--- src/rtl/scl_rate_pkg.sv ---
package scl_rate_pkg;

    typedef enum logic {
        PH_LOW  = 1'b0,
        PH_HIGH = 1'b1
    } phase_e;

    function automatic int unsigned max_of4(input int unsigned a, input int unsigned b,
                                            input int unsigned c, input int unsigned d);
        int unsigned m;
        m = a;
        if (b > m) m = b;
        if (c > m) m = c;
        if (d > m) m = d;
        return m;
    endfunction

endpackage

--- src/rtl/srd_rate_table.sv ---
module srd_rate_table #(
    parameter int unsigned DIV_0 = 15,
    parameter int unsigned DIV_1 = 17,
    parameter int unsigned DIV_2 = 34,
    parameter int unsigned DIV_3 = 1000,
    parameter int unsigned CW    = 10
) (
    input  logic [1:0]    sel,
    output logic [CW-1:0] div,
    output logic [CW-1:0] thr,
    output logic          odd
);
    localparam int unsigned NUM_RATES = 4;

    logic [CW-1:0] div_opt [NUM_RATES];
    logic [CW-1:0] thr_opt [NUM_RATES];
    logic          odd_opt [NUM_RATES];

    // One entry per rate code; the threshold is where the high phase ends:
    // N - floor(N/2) counts remain when the rising-edge phase drops.
    for (genvar g = 0; g < NUM_RATES; g++) begin : g_entry
        localparam int unsigned N_G = (g == 0) ? DIV_0 :
                                      (g == 1) ? DIV_1 :
                                      (g == 2) ? DIV_2 : DIV_3;
        assign div_opt[g] = CW'(N_G);
        assign thr_opt[g] = CW'(N_G - (N_G / 2));
        assign odd_opt[g] = (N_G % 2) == 1;
    end

    always_comb begin
        div = div_opt[sel];
        thr = thr_opt[sel];
        odd = odd_opt[sel];
    end

    initial begin
        assert (DIV_0 >= 2 && DIV_1 >= 2 && DIV_2 >= 2 && DIV_3 >= 2)
            else $error("every divisor must be at least 2");
    end

endmodule

--- src/rtl/srd_phase_fsm.sv ---
module srd_phase_fsm
    import scl_rate_pkg::*;
#(
    parameter int unsigned CW = 10
) (
    input  logic          clk,
    input  logic          rst,
    input  logic [CW-1:0] new_div,
    input  logic [CW-1:0] new_thr,
    input  logic          new_odd,
    output logic          pos_ph,
    output logic          tick,
    output logic          odd_q
);
    phase_e        state, state_nx;
    logic [CW-1:0] cnt;
    logic [CW-1:0] cur_div;
    logic [CW-1:0] cur_thr;
    logic          at_boundary;
    logic          at_thr;
    logic          tick_q;

    assign at_boundary = (cnt == '0);
    assign at_thr      = (cnt == cur_thr);

    always_comb begin
        state_nx = state;
        unique case (state)
            PH_LOW:  if (at_boundary) state_nx = PH_HIGH;
            PH_HIGH: if (at_thr)      state_nx = PH_LOW;
            default: state_nx = PH_LOW;
        endcase
    end

    // State register together with the period counter and the latched rate.
    always_ff @(posedge clk) begin
        if (rst) begin
            state   <= PH_LOW;
            cnt     <= '0;
            cur_div <= new_div;
            cur_thr <= new_thr;
            odd_q   <= new_odd;
        end else begin
            state <= state_nx;
            if (at_boundary) begin
                cnt     <= new_div - CW'(1);
                cur_div <= new_div;
                cur_thr <= new_thr;
                odd_q   <= new_odd;
            end else begin
                cnt <= cnt - CW'(1);
            end
        end
    end

    // Output process: strobe registered on the boundary edge.
    always_ff @(posedge clk) begin
        if (rst) tick_q <= 1'b0;
        else     tick_q <= at_boundary;
    end

    always_comb begin
        pos_ph = (state == PH_HIGH);
        tick   = tick_q;
    end

    p_cnt_range_r2: assert property (@(posedge clk) disable iff (rst)
        cnt < cur_div);

    p_rate_held_r6: assert property (@(posedge clk) disable iff (rst)
        !at_boundary |=> $stable(cur_div));

    p_tick_single_r4: assert property (@(posedge clk) disable iff (rst)
        tick |=> !tick);

    p_tick_rise_r5: assert property (@(posedge clk) disable iff (rst)
        tick |-> (pos_ph && !$past(pos_ph)));

    p_reset_low_r1: assert property (@(posedge clk)
        $past(rst) && rst |-> (!pos_ph && !tick));

endmodule

--- src/rtl/srd_edge_merge.sv ---
module srd_edge_merge (
    input  logic clk,
    input  logic rst,
    input  logic pos_ph,
    input  logic odd,
    output logic clk_out
);
    logic neg_q;

    // Half-cycle delayed copy of the rising-edge phase.
    always_ff @(negedge clk) begin
        if (rst) neg_q <= 1'b0;
        else     neg_q <= pos_ph;
    end

    assign clk_out = pos_ph | (odd & neg_q);

    p_neg_follow_r3: assert property (@(posedge clk) disable iff (rst)
        neg_q == pos_ph);

endmodule

--- src/rtl/scl_rate_div.sv ---
module scl_rate_div
    import scl_rate_pkg::*;
#(
    parameter int unsigned DIV_0 = 15,
    parameter int unsigned DIV_1 = 17,
    parameter int unsigned DIV_2 = 34,
    parameter int unsigned DIV_3 = 1000
) (
    input  logic       clk,
    input  logic       rst,
    input  logic [1:0] rate_sel,
    output logic       scl_clk,
    output logic       scl_rise_tick
);
    localparam int unsigned DIV_MAX = max_of4(DIV_0, DIV_1, DIV_2, DIV_3);
    localparam int unsigned CW      = $clog2(DIV_MAX + 1);

    logic [CW-1:0] sel_div;
    logic [CW-1:0] sel_thr;
    logic          sel_odd;
    logic          pos_ph;
    logic          odd_q;

    srd_rate_table #(
        .DIV_0(DIV_0), .DIV_1(DIV_1), .DIV_2(DIV_2), .DIV_3(DIV_3), .CW(CW)
    ) i_table (
        .sel (rate_sel),
        .div (sel_div),
        .thr (sel_thr),
        .odd (sel_odd)
    );

    srd_phase_fsm #(.CW(CW)) i_fsm (
        .clk     (clk),
        .rst     (rst),
        .new_div (sel_div),
        .new_thr (sel_thr),
        .new_odd (sel_odd),
        .pos_ph  (pos_ph),
        .tick    (scl_rise_tick),
        .odd_q   (odd_q)
    );

    srd_edge_merge i_merge (
        .clk     (clk),
        .rst     (rst),
        .pos_ph  (pos_ph),
        .odd     (odd_q),
        .clk_out (scl_clk)
    );

endmodule

--- config.mk ---
export PLATFORM = sky130hd
export DESIGN_NAME = scl_rate_div
export DESIGN_NICKNAME = d
export VERILOG_FILES = /design/src/rtl/scl_rate_pkg.sv /design/src/rtl/srd_rate_table.sv /design/src/rtl/srd_phase_fsm.sv /design/src/rtl/srd_edge_merge.sv /design/src/rtl/scl_rate_div.sv
export SDC_FILE = /design/constraint.sdc
export NUM_CORES = 1
export LEC_CHECK = 0
export BUFFER_PORTS_ARGS = -buffer_cell sky130_fd_sc_hd__buf_2
export CAP_MARGIN = 40
export CORE_MARGIN = 2
export CORE_UTILIZATION = 46
export CTS_BUF_LIST = sky130_fd_sc_hd__clkbuf_4
export CTS_CLUSTER_SIZE = 20
export DETAILED_ROUTE_END_ITERATION = 10
export SLEW_MARGIN = 20
export SYNTH_ARGS = -nofsm -noshare
export SYNTH_HDL_FRONTEND = slang
export SYNTH_HIERARCHICAL = 1
export SYNTH_SLANG_ARGS = --single-unit
--- constraint.sdc ---
create_clock -name clk -period 2.8 [get_ports clk]
set_input_delay 0 -clock clk [delete_from_list [all_inputs] [get_ports clk]]
set_output_delay 0 -clock clk [all_outputs]
set_load 0.01 [all_outputs]
==> results_dict.tcl, run 1 <==
set metrics [dict create \
    initial_utilization_pct 48.90 \
    pwr-share-seq_pct 33.4 \
    switching_share_pct 44.80 \
    rows 20 \
    drt_first_pass_iters 5 \
    synth_seq_cells 24 \
    worst_pin_slew_ps 574.3 \
    critPathKind "in2reg" \
    core-area_um2 3078 \
    synthArstFlopShare_pct 0 \
    path_delay_family "buffers and inverters" \
    synth_area_um2 1505 \
    ys_types 48 \
    fin_util_pct 49.76 \
    drive_gt1_share_pct 17.01 \
    tns_ps 0 \
    max_freq_ghz 0.4135 \
    cts_tree "yes" \
    antenna_found_initial 0 \
    syn2layout_area_growth_pct 1.746 \
    placed_cell_area_um2 1491 \
    cp_cell_sequence "dlygate4sd3_1 -> buf_2 -> inv_1 -> ha_1 -> or2_1 -> a21oi_1 -> ha_1 -> nor3b_1 -> nor2_1 -> and2_1 -> a311o_1" \
    cp_max_fo 8 \
    grt_pass1_vias 1043 \
    pwr-share-clk_pct 9.1 \
    hold_buffers 1 \
    io_buffer_count 5 \
    crit_required_ps 3010 \
    die-area_um2 3745 \
    cts_buffer_depth 2 \
    grt_usage_pct 19.20 \
    leakagePower_nw 0.5817 \
    arrival_ps 2620 \
    die_y_um 61.20 \
    cap_viol_max_count 0 \
    wl_per_cell_um 16.49 \
    worstHoldPathCells 2 \
    maxSlewViolCount 0 \
    max-slew-margin-rel_pct 61.42 \
    setup_viol 0 \
    nNetsFinal 157 \
    synth_warnings 6 \
    htree_num_levels 1 \
    rsz0062_at_grt "no" \
    endpoint_kind "flip-flop" \
    yosysSeqAreaShare_pct 39.24 \
    ant_nets 0 \
    drt_iter0_drc 65 \
    clk-insertion-delay-late_ps 360 \
    status "finished clean" \
    clk_pin_slew_ps 120 \
    netlist_instances 150 \
    period_share_pct 86.37 \
    p_int_mw 1.005 \
    die_x_um 61.20 \
    r2r_cells 8 \
    cts-root-buf "clkbuf_4" \
    cts_made_buffers 3 \
    synth_edf_count 11 \
    max-vdd-ir-drop_uv 611.1 \
    postSynthAreaPerCell_um2 10.03 \
    antenna_cells 0 \
    timing.final.ws_setup_ps 381.7 \
    num_vias 1124 \
    cpMostUsedCell "ha_1" \
    cp_slowest_cell "dlygate4sd3_1" \
    switching_power_mw 0.8160 \
    cts_resized 0 \
    min_period_ps 2418 \
    p_comb_share_pct 57.5 \
    drc 0 \
    path_buf_inv 3 \
    dpl_worst_slack_ps 471.1 \
    gp_congestion 0.8831 \
    grt.overflow.total 0 \
    synth_top_flop_cell "dfxtp_1" \
    finalPower_mw 1.821 \
    clock_skew_ps 54.31 \
    hold_viol 0 \
    cp.depth 11 \
    fin_area_um2 1531 \
    wl_mm 3.150 \
    dp_hpwl_mm 2.309 \
    cts_sinks 24 \
    grt_max_degree 15 \
    crit_path_max_incr_delay_ps 520 \
    hold_class "in2reg" \
    avgViaCountPerCell 5.885 \
    p_per_area_nw_per_um2 1189 \
    io_pins 6 \
    grt_pass1_wl_mm 5.161 \
    cts_setup_buffers 0 \
    startpoint_type "input port" \
]
==> power by group through the flow <==
stage          sequential (mW)  combinational [mW]  clock [mW]
6_report                 0.608                1.05       0.166
3_3_place_gp             0.612                1.03     0.00447
2_1_floorplan            0.580               0.839     0.00447
3_5_place_dp             0.615                1.03     0.00447
5_1_grt                  0.625                1.16       0.188
4_1_cts                  0.606                1.04       0.174
==> synthesized netlist by cell type, types with 3 or more instances <==
cell	n	area, um2
a41o_1	3	30.03
or3_1	4	25.02
nor2_1	11	41.29
xnor2_1	12	105.1
buf_4	15	112.6
nor4_1	7	43.79
inv_1	6	22.52
a41oi_1	3	26.28
nor3_1	7	35.03
buf_2	3	15.01
edfxtp_1	11	330.3
dfxtp_1	13	260.3
a21oi_1	3	15.01
nand2_1	5	18.77
ha_1	5	62.56
nand3_1	5	25.02
==> path summary, 6_finish.rpt <==
check        slack [ps]         start           end
max                 380   rate_sel[1]  i_fsm/cnt[4]
min reg2reg         560  i_fsm/pos_ph  i_fsm/pos_ph
max reg2reg         410  i_fsm/cnt[2]  i_fsm/cnt[4]
min                  50           rst  i_fsm/cnt[2]
==> per-stage QoR <==
step | std cells | hold WS, ps
2_1_floorplan | 151 | 170.3
3_3_place_gp | 186 | 322.2
3_5_place_dp | 186 | 330.0
4_1_cts | 191 | 35.09
5_1_grt | 191 | 44.43
6_report | 191 | 47.01
==> logic make-up (layout without fill, tap and decap cells) <==
kind of cell | count (synthesis) | in the layout | synth area share, %
muxes | 2 | 2 | 1.330
other | 1 | 2 | 0.2491
AOI/OAI and AO/OA | 24 | 24 | 14.63
buffers and inverters | 26 | 22 | 10.97
adders and majority gates | 5 | 5 | 4.156
DFF | 24 | 24 | 39.24
and+or+nand+nor | 56 | 56 | 22.44
xor gates and xnor gates | 12 | 12 | 6.982
==> area by class of cell <==
class	instances	area, um2
fill	286	1546
multi-input combinational	101	753.2
sequential	24	590.6
timing repair buffer	12	80.08
tap	44	55.05
clock buffer	4	30.03
inverter	5	18.77
clock inverter	1	3.754
==> routing by layer <==
layer / up-vias / share of wire, % / global-route usage, % / wire length [um]
met5: - / 0 / 0 / 0
met4: 0 / 0 / 5.590 / 0
met3: 0 / 9.5 / 4.832 / 300
met2: 54 / 46 / 27.51 / 1440
met1: 530 / 45 / 28.46 / 1408
li1: 540 / - / - / -
==> sequential cells by signal, indices dropped and copies added (netlist names) <==
name           count
i_fsm/odd_q        1
i_fsm/tick         1
i_fsm/pos_ph       1
i_merge/neg_q      1
i_fsm/cur_thr     10
i_fsm/cnt         10
==> cell usage in the layout (no fill, tap or decap), types with 2 or more instances in the layout <==
master and instances:
and2_1 2, a41o_1 3, or2_1 2, inv_1 6, dfxtp_1 13, buf_4 6, nand4_1 2, xnor2_1 12
nor3_1 7, or3_1 4, conb_1 2, clkbuf_4 4, nor4_1 7, or2_2 2, a41oi_1 3, nor2_1 11
mux2i_1 2, nand3_1 5, a21oi_1 3, buf_2 5, ha_1 5, nand2_1 5, edfxtp_1 11
==> worst register-to-register path: cells and delay by family (launching register included) <==
kind,cells,cell delay (ps)
compound gates,2,470
flops,1,430
fa+ha+maj,1,260
simple gates,5,1110
Power figures use the tool's default switching activity.
==> run 2, diff against run 1 <==
- MAX_ROUTING_LAYER: not set -> met4
==> run 2 against run 1 <==
Against the previous run: register-to-register slack lost 40 ps; clock power shrank 4%; fmax shrank 0.46%; routed wire length shrank 2.2%; first-iteration DRC count shrank 15%; clock skew is essentially flat; largest cell class unchanged; cell count shrank 0.52%; sequential share of layout area grew 0.29 points; sequential power grew 0.7%; critical path depth shrank 3; highest routed layer is now met4; count of clock-buffer cells in the layout shrank 1.
==> results_dict.tcl, run 2 (synthesis gave the netlist of run 1 again) <==
set metrics [dict create \
    multi_input_area_um2 753.2 \
    min_period_ps 2429 \
    cts_made_buffers 3 \
    p_per_area_nw_per_um2 1188 \
    critPathKind "reg2reg" \
    cts_setup_buffers 0 \
    leakagePower_nw 0.5763 \
    switching_power_mw 0.8179 \
    dp_hpwl_mm 2.280 \
    cap_viol_max_count 0 \
    clk_pin_slew_ps 140 \
    mostFrequentLayoutCells "dfxtp_1 (13), xnor2_1 (12), nor2_1 (11), edfxtp_1 (11)" \
    syn2layout_area_growth_pct 0.9976 \
    io_buffer_count 5 \
    tns_ps 0 \
    core-area_um2 3078 \
    switching_share_pct 45.29 \
    pwr-share-seq_pct 33.9 \
    max_freq_ghz 0.4116 \
    status "finished clean" \
    ant_nets 0 \
    cts-root-buf "clkbuf_4" \
    antenna_cells 0 \
    max-vdd-ir-drop_uv 690.8 \
    avgViaCountPerCell 5.774 \
    grt_pass1_wl_mm 5.119 \
    arrival_ps 2650 \
    hold_buffers 1 \
    startpoint_type "flip-flop" \
    setup_viol 0 \
    reg.largest.list "i_fsm/cnt x10, i_fsm/cur_thr x10" \
    grt.overflow.total 0 \
    hold_viol 0 \
    cts_buffer_depth 2 \
    endpoint_kind "flip-flop" \
    drc 0 \
    worst_pin_slew_ps 545.4 \
    cts_resized 0 \
    pwr-share-clk_pct 8.8 \
    clock_skew_ps 54.45 \
    fin_area_um2 1520 \
    cts_tree "yes" \
    nFillCells 290 \
    rsz0062_at_grt "no" \
    rows 20 \
    die_x_um 61.20 \
    hold_ws_ps 40.95 \
    max-slew-margin-rel_pct 63.64 \
    maxSlewViolCount 0 \
    drt_first_pass_iters 4 \
    drt_iter0_drc 55 \
    final_common_cell "dfxtp_1" \
    die-area_um2 3745 \
    grt_max_degree 15 \
    nNetsFinal 156 \
    wl_mm 3.080 \
    period_share_pct 86.77 \
    wl_per_cell_um 16.21 \
    hold_class "in2reg" \
    initial_utilization_pct 48.90 \
    gp_congestion 0.9595 \
    seqCellArea_um2 590.6 \
    grt_pass1_vias 998 \
    p_int_mw 0.9882 \
    antenna_found_initial 0 \
    p_comb_share_pct 57.3 \
    drive_gt1_share_pct 16.44 \
    cp_max_fo 8 \
    clk-insertion-delay-late_ps 370 \
    cts_sinks 24 \
    crit_required_ps 3020 \
    io_pins 6 \
    num_vias 1097 \
    placed_cell_area_um2 1484 \
    htree_num_levels 1 \
    die_y_um 61.20 \
    grt_usage_pct 19.60 \
]
run 2: per-layer routing:
| metal | GRT usage, % | share of wire (%) |
|---|---|---|
| met5 | - | 0 |
| met4 | 5.280 | 2.8 |
| met3 | 3.992 | 7.8 |
| met2 | 29.03 | 45 |
| met1 | 27.26 | 44 |
run 2: cell type report:
| type | count | share of cell area (%) |
|---|---|---|
| Multi-Input combinational cell | 101 | 49.55 |
| Clock inverter | 2 | 0.4938 |
| Clock buffer | 3 | 1.481 |
| Tap cell | 44 | 3.621 |
| Inverter | 5 | 1.235 |
| Sequential cell | 24 | 38.85 |
| Timing Repair Buffer | 11 | 4.774 |
run 2: worst paths after layout:
check | start | endpoint | slack (ps) | cells after the start
max | i_fsm/cnt[4] | i_fsm/cnt[4] | 370 | 8
min | rst | i_fsm/cnt[1] | 40 | 2
max reg2reg | i_fsm/cnt[4] | i_fsm/cnt[4] | 370 | 8
min reg2reg | i_fsm/pos_ph | i_fsm/pos_ph | 560 | 2
run 2: worst max-delay path, stage by stage, from the launching register on:
cell	delay (ps)
dfxtp_1	430
or3_1	410
nor3_2	130
a21oi_1	240
ha_1	290
nor3b_1	300
nor2_1	100
and2_1	160
a311o_1	260
run 2: power groups by stage:
stage	registers [mW]	clock network [mW]	logic (mW)
final	0.612	0.159	1.03
after floorplan	0.580	0.00447	0.839
after detailed placement	0.619	0.00447	1.02
after CTS	0.611	0.165	1.03
after global routing	0.628	0.185	1.15
after global placement	0.616	0.00447	1.02
run 2: per-stage QoR:
step | std cells | utilization [%] | worst slack [ps] | total power, mW
CTS | 190 | 49.39 | 433.0 | 1.802
finish | 190 | 49.39 | 370.6 | 1.806
global route | 190 | 49.39 | 176.8 | 1.965
detailed placement | 185 | 48.21 | 439.4 | 1.640
floorplan | 151 | - | 595.7 | 1.424
global placement | 185 | 48.21 | 513.8 | 1.643
==> run 3, diff against run 2 <==
- CTS_BUF_LIST: sky130_fd_sc_hd__clkbuf_4 -> not set
==> run 3 against run 2 <==
Against the previous run: routed wire length is 0.45% higher; cell count stayed put; die area stayed put; register-to-register slack worse by 30 ps; non-clock buffer count stayed put; worst hold slack worse by 4.7 ps; count of clock-buffer cells in the layout is 1 higher; power is 1.8% higher; design area is 0.66% higher; sequential cell count stayed put; worst setup slack worse by 29 ps; core utilization is 0.33 points higher; largest cell class unchanged; largest power group unchanged.
==> results_dict.tcl, run 3 (synthesis gave the netlist of run 1 again) <==
set metrics [dict create \
    status "finished clean" \
    max-vdd-ir-drop_uv 605.9 \
    wl_mm 3.094 \
    wl_per_cell_um 16.28 \
    nNetsFinal 156 \
    worstHoldStart "rst" \
    cts-root-buf "clkbuf_4" \
    grt.overflow.total 0 \
    avgViaCountPerCell 5.816 \
    num_vias 1105 \
    max_freq_ghz 0.4067 \
    p_per_area_nw_per_um2 1201 \
    htree_num_levels 1 \
    core-area_um2 3078 \
    clk-insertion-delay-late_ps 370 \
    gp_congestion 0.9595 \
    hold_viol 0 \
    drt_iter0_drc 61 \
    die-area_um2 3745 \
    grt_pass1_vias 998 \
    cp_max_fo 8 \
    worst_pin_slew_ps 563.7 \
    antenna_cells 0 \
    clock_skew_ps 53.91 \
    cts_setup_buffers 0 \
    antenna_found_initial 0 \
    cap_viol_max_count 0 \
    cts_tree "yes" \
    crit_required_ps 3030 \
    fin_util_pct 49.72 \
    rsz0062_at_grt "no" \
    clk_pin_slew_ps 140 \
    rows 20 \
    startpoint_type "flip-flop" \
    endpoint_kind "flip-flop" \
    mostFrequentLayoutCells "dfxtp_1 (13), xnor2_1 (12), nor2_1 (11), edfxtp_1 (11)" \
    cts_made_buffers 3 \
    leakagePower_nw 0.5793 \
    die_y_um 61.20 \
    period_share_pct 87.81 \
    grt_max_degree 15 \
    io_pins 6 \
    dp_hpwl_mm 2.280 \
    r2r_start "i_fsm/cnt[4]" \
    critPathKind "reg2reg" \
    initial_utilization_pct 48.90 \
    ant_nets 0 \
    drive_gt1_share_pct 16.44 \
    arrival_ps 2680 \
    worstSetupStartpoint "i_fsm/cnt[4]" \
    drc 0 \
    hold_class "in2reg" \
    grt_pass1_wl_mm 5.133 \
    drt_first_pass_iters 4 \
    io_buffer_count 5 \
    syn2layout_area_growth_pct 1.663 \
    cts_sinks 24 \
    maxSlewViolCount 0 \
    max-slew-margin-rel_pct 62.42 \
    cts_buffer_depth 2 \
    min_period_ps 2459 \
    grt_usage_pct 19.65 \
    final_common_cell "dfxtp_1" \
    reg.largest.list "i_fsm/cnt x10, i_fsm/cur_thr x10" \
    tns_ps 0 \
    setup_viol 0 \
    die_x_um 61.20 \
]
[run 3: changes by cell type in the layout (fill, tap and decap cells not counted), sizes merged]
cell | before | now
inv | 7 | 6
clkbuf | 3 | 4
[run 3: worst paths after layout]
path / to / slack [ps] / depth (start not counted)
max reg2reg: i_fsm/cnt[4] / 340 / 8
min: i_fsm/pos_ph / 40 / 2
max: i_fsm/cnt[4] / 340 / 8
min reg2reg: i_fsm/pos_ph / 570 / 2
[run 3: through the flow]
stage / power [mW] / instances / cell area [um2] / setup slack, ps / hold slack (ps)
finish: 1.838 / 190 / 1530 / 341.4 / 36.21
global route: 1.993 / 190 / 1530 / 176.8 / 31.91
CTS: 1.829 / 190 / 1530 / 433.0 / 33.12
detailed placement: 1.640 / 185 / 1484 / 439.4 / 320.0
global placement: 1.643 / 185 / 1484 / 513.8 / 322.5
floorplan: 1.424 / 151 / 1509 / 595.7 / 170.3
[run 3: cell type report]
cell class / instances / area (um2)
flip-flops and latches: 24 / 590.6
inverters: 5 / 18.77
repair buffers: 11 / 72.57
multi-input cells: 101 / 753.2
clock buffers: 4 / 36.28
fillers: 288 / 1548
well taps: 44 / 55.05
clock inverters: 1 / 3.754
[run 3: power by group]
| group | internal, mW | total [mW] | switching, mW |
|---|---|---|---|
| combinational | 0.447 | 1.04 | 0.592 |
| clock | 0.0813 | 0.188 | 0.106 |
| sequential | 0.487 | 0.612 | 0.125 |
[run 3: per-layer routing]
layer,wire length (um),vias to the layer above,global-route usage [%]
met5,0,-,-
met4,78,0,5.280
met3,207,8,3.992
met2,1385,43,29.03
met1,1423,518,27.39
li1,-,536,-
[run 3: critical path: stages (launching register included)]
cell	delay [ps]
dfxtp_1	440
or3_1	410
nor3_2	140
a21oi_1	240
ha_1	290
nor3b_1	320
nor2_1	100
and2_1	160
a311o_1	260
[run 3: timing repair]
| action | 4_1_cts | 5_1_grt |
|---|---|---|
| hold endpoints to repair | 1 | 0 |
| hold buffers | 1 | 0 |
| resized for setup | 0 | 0 |
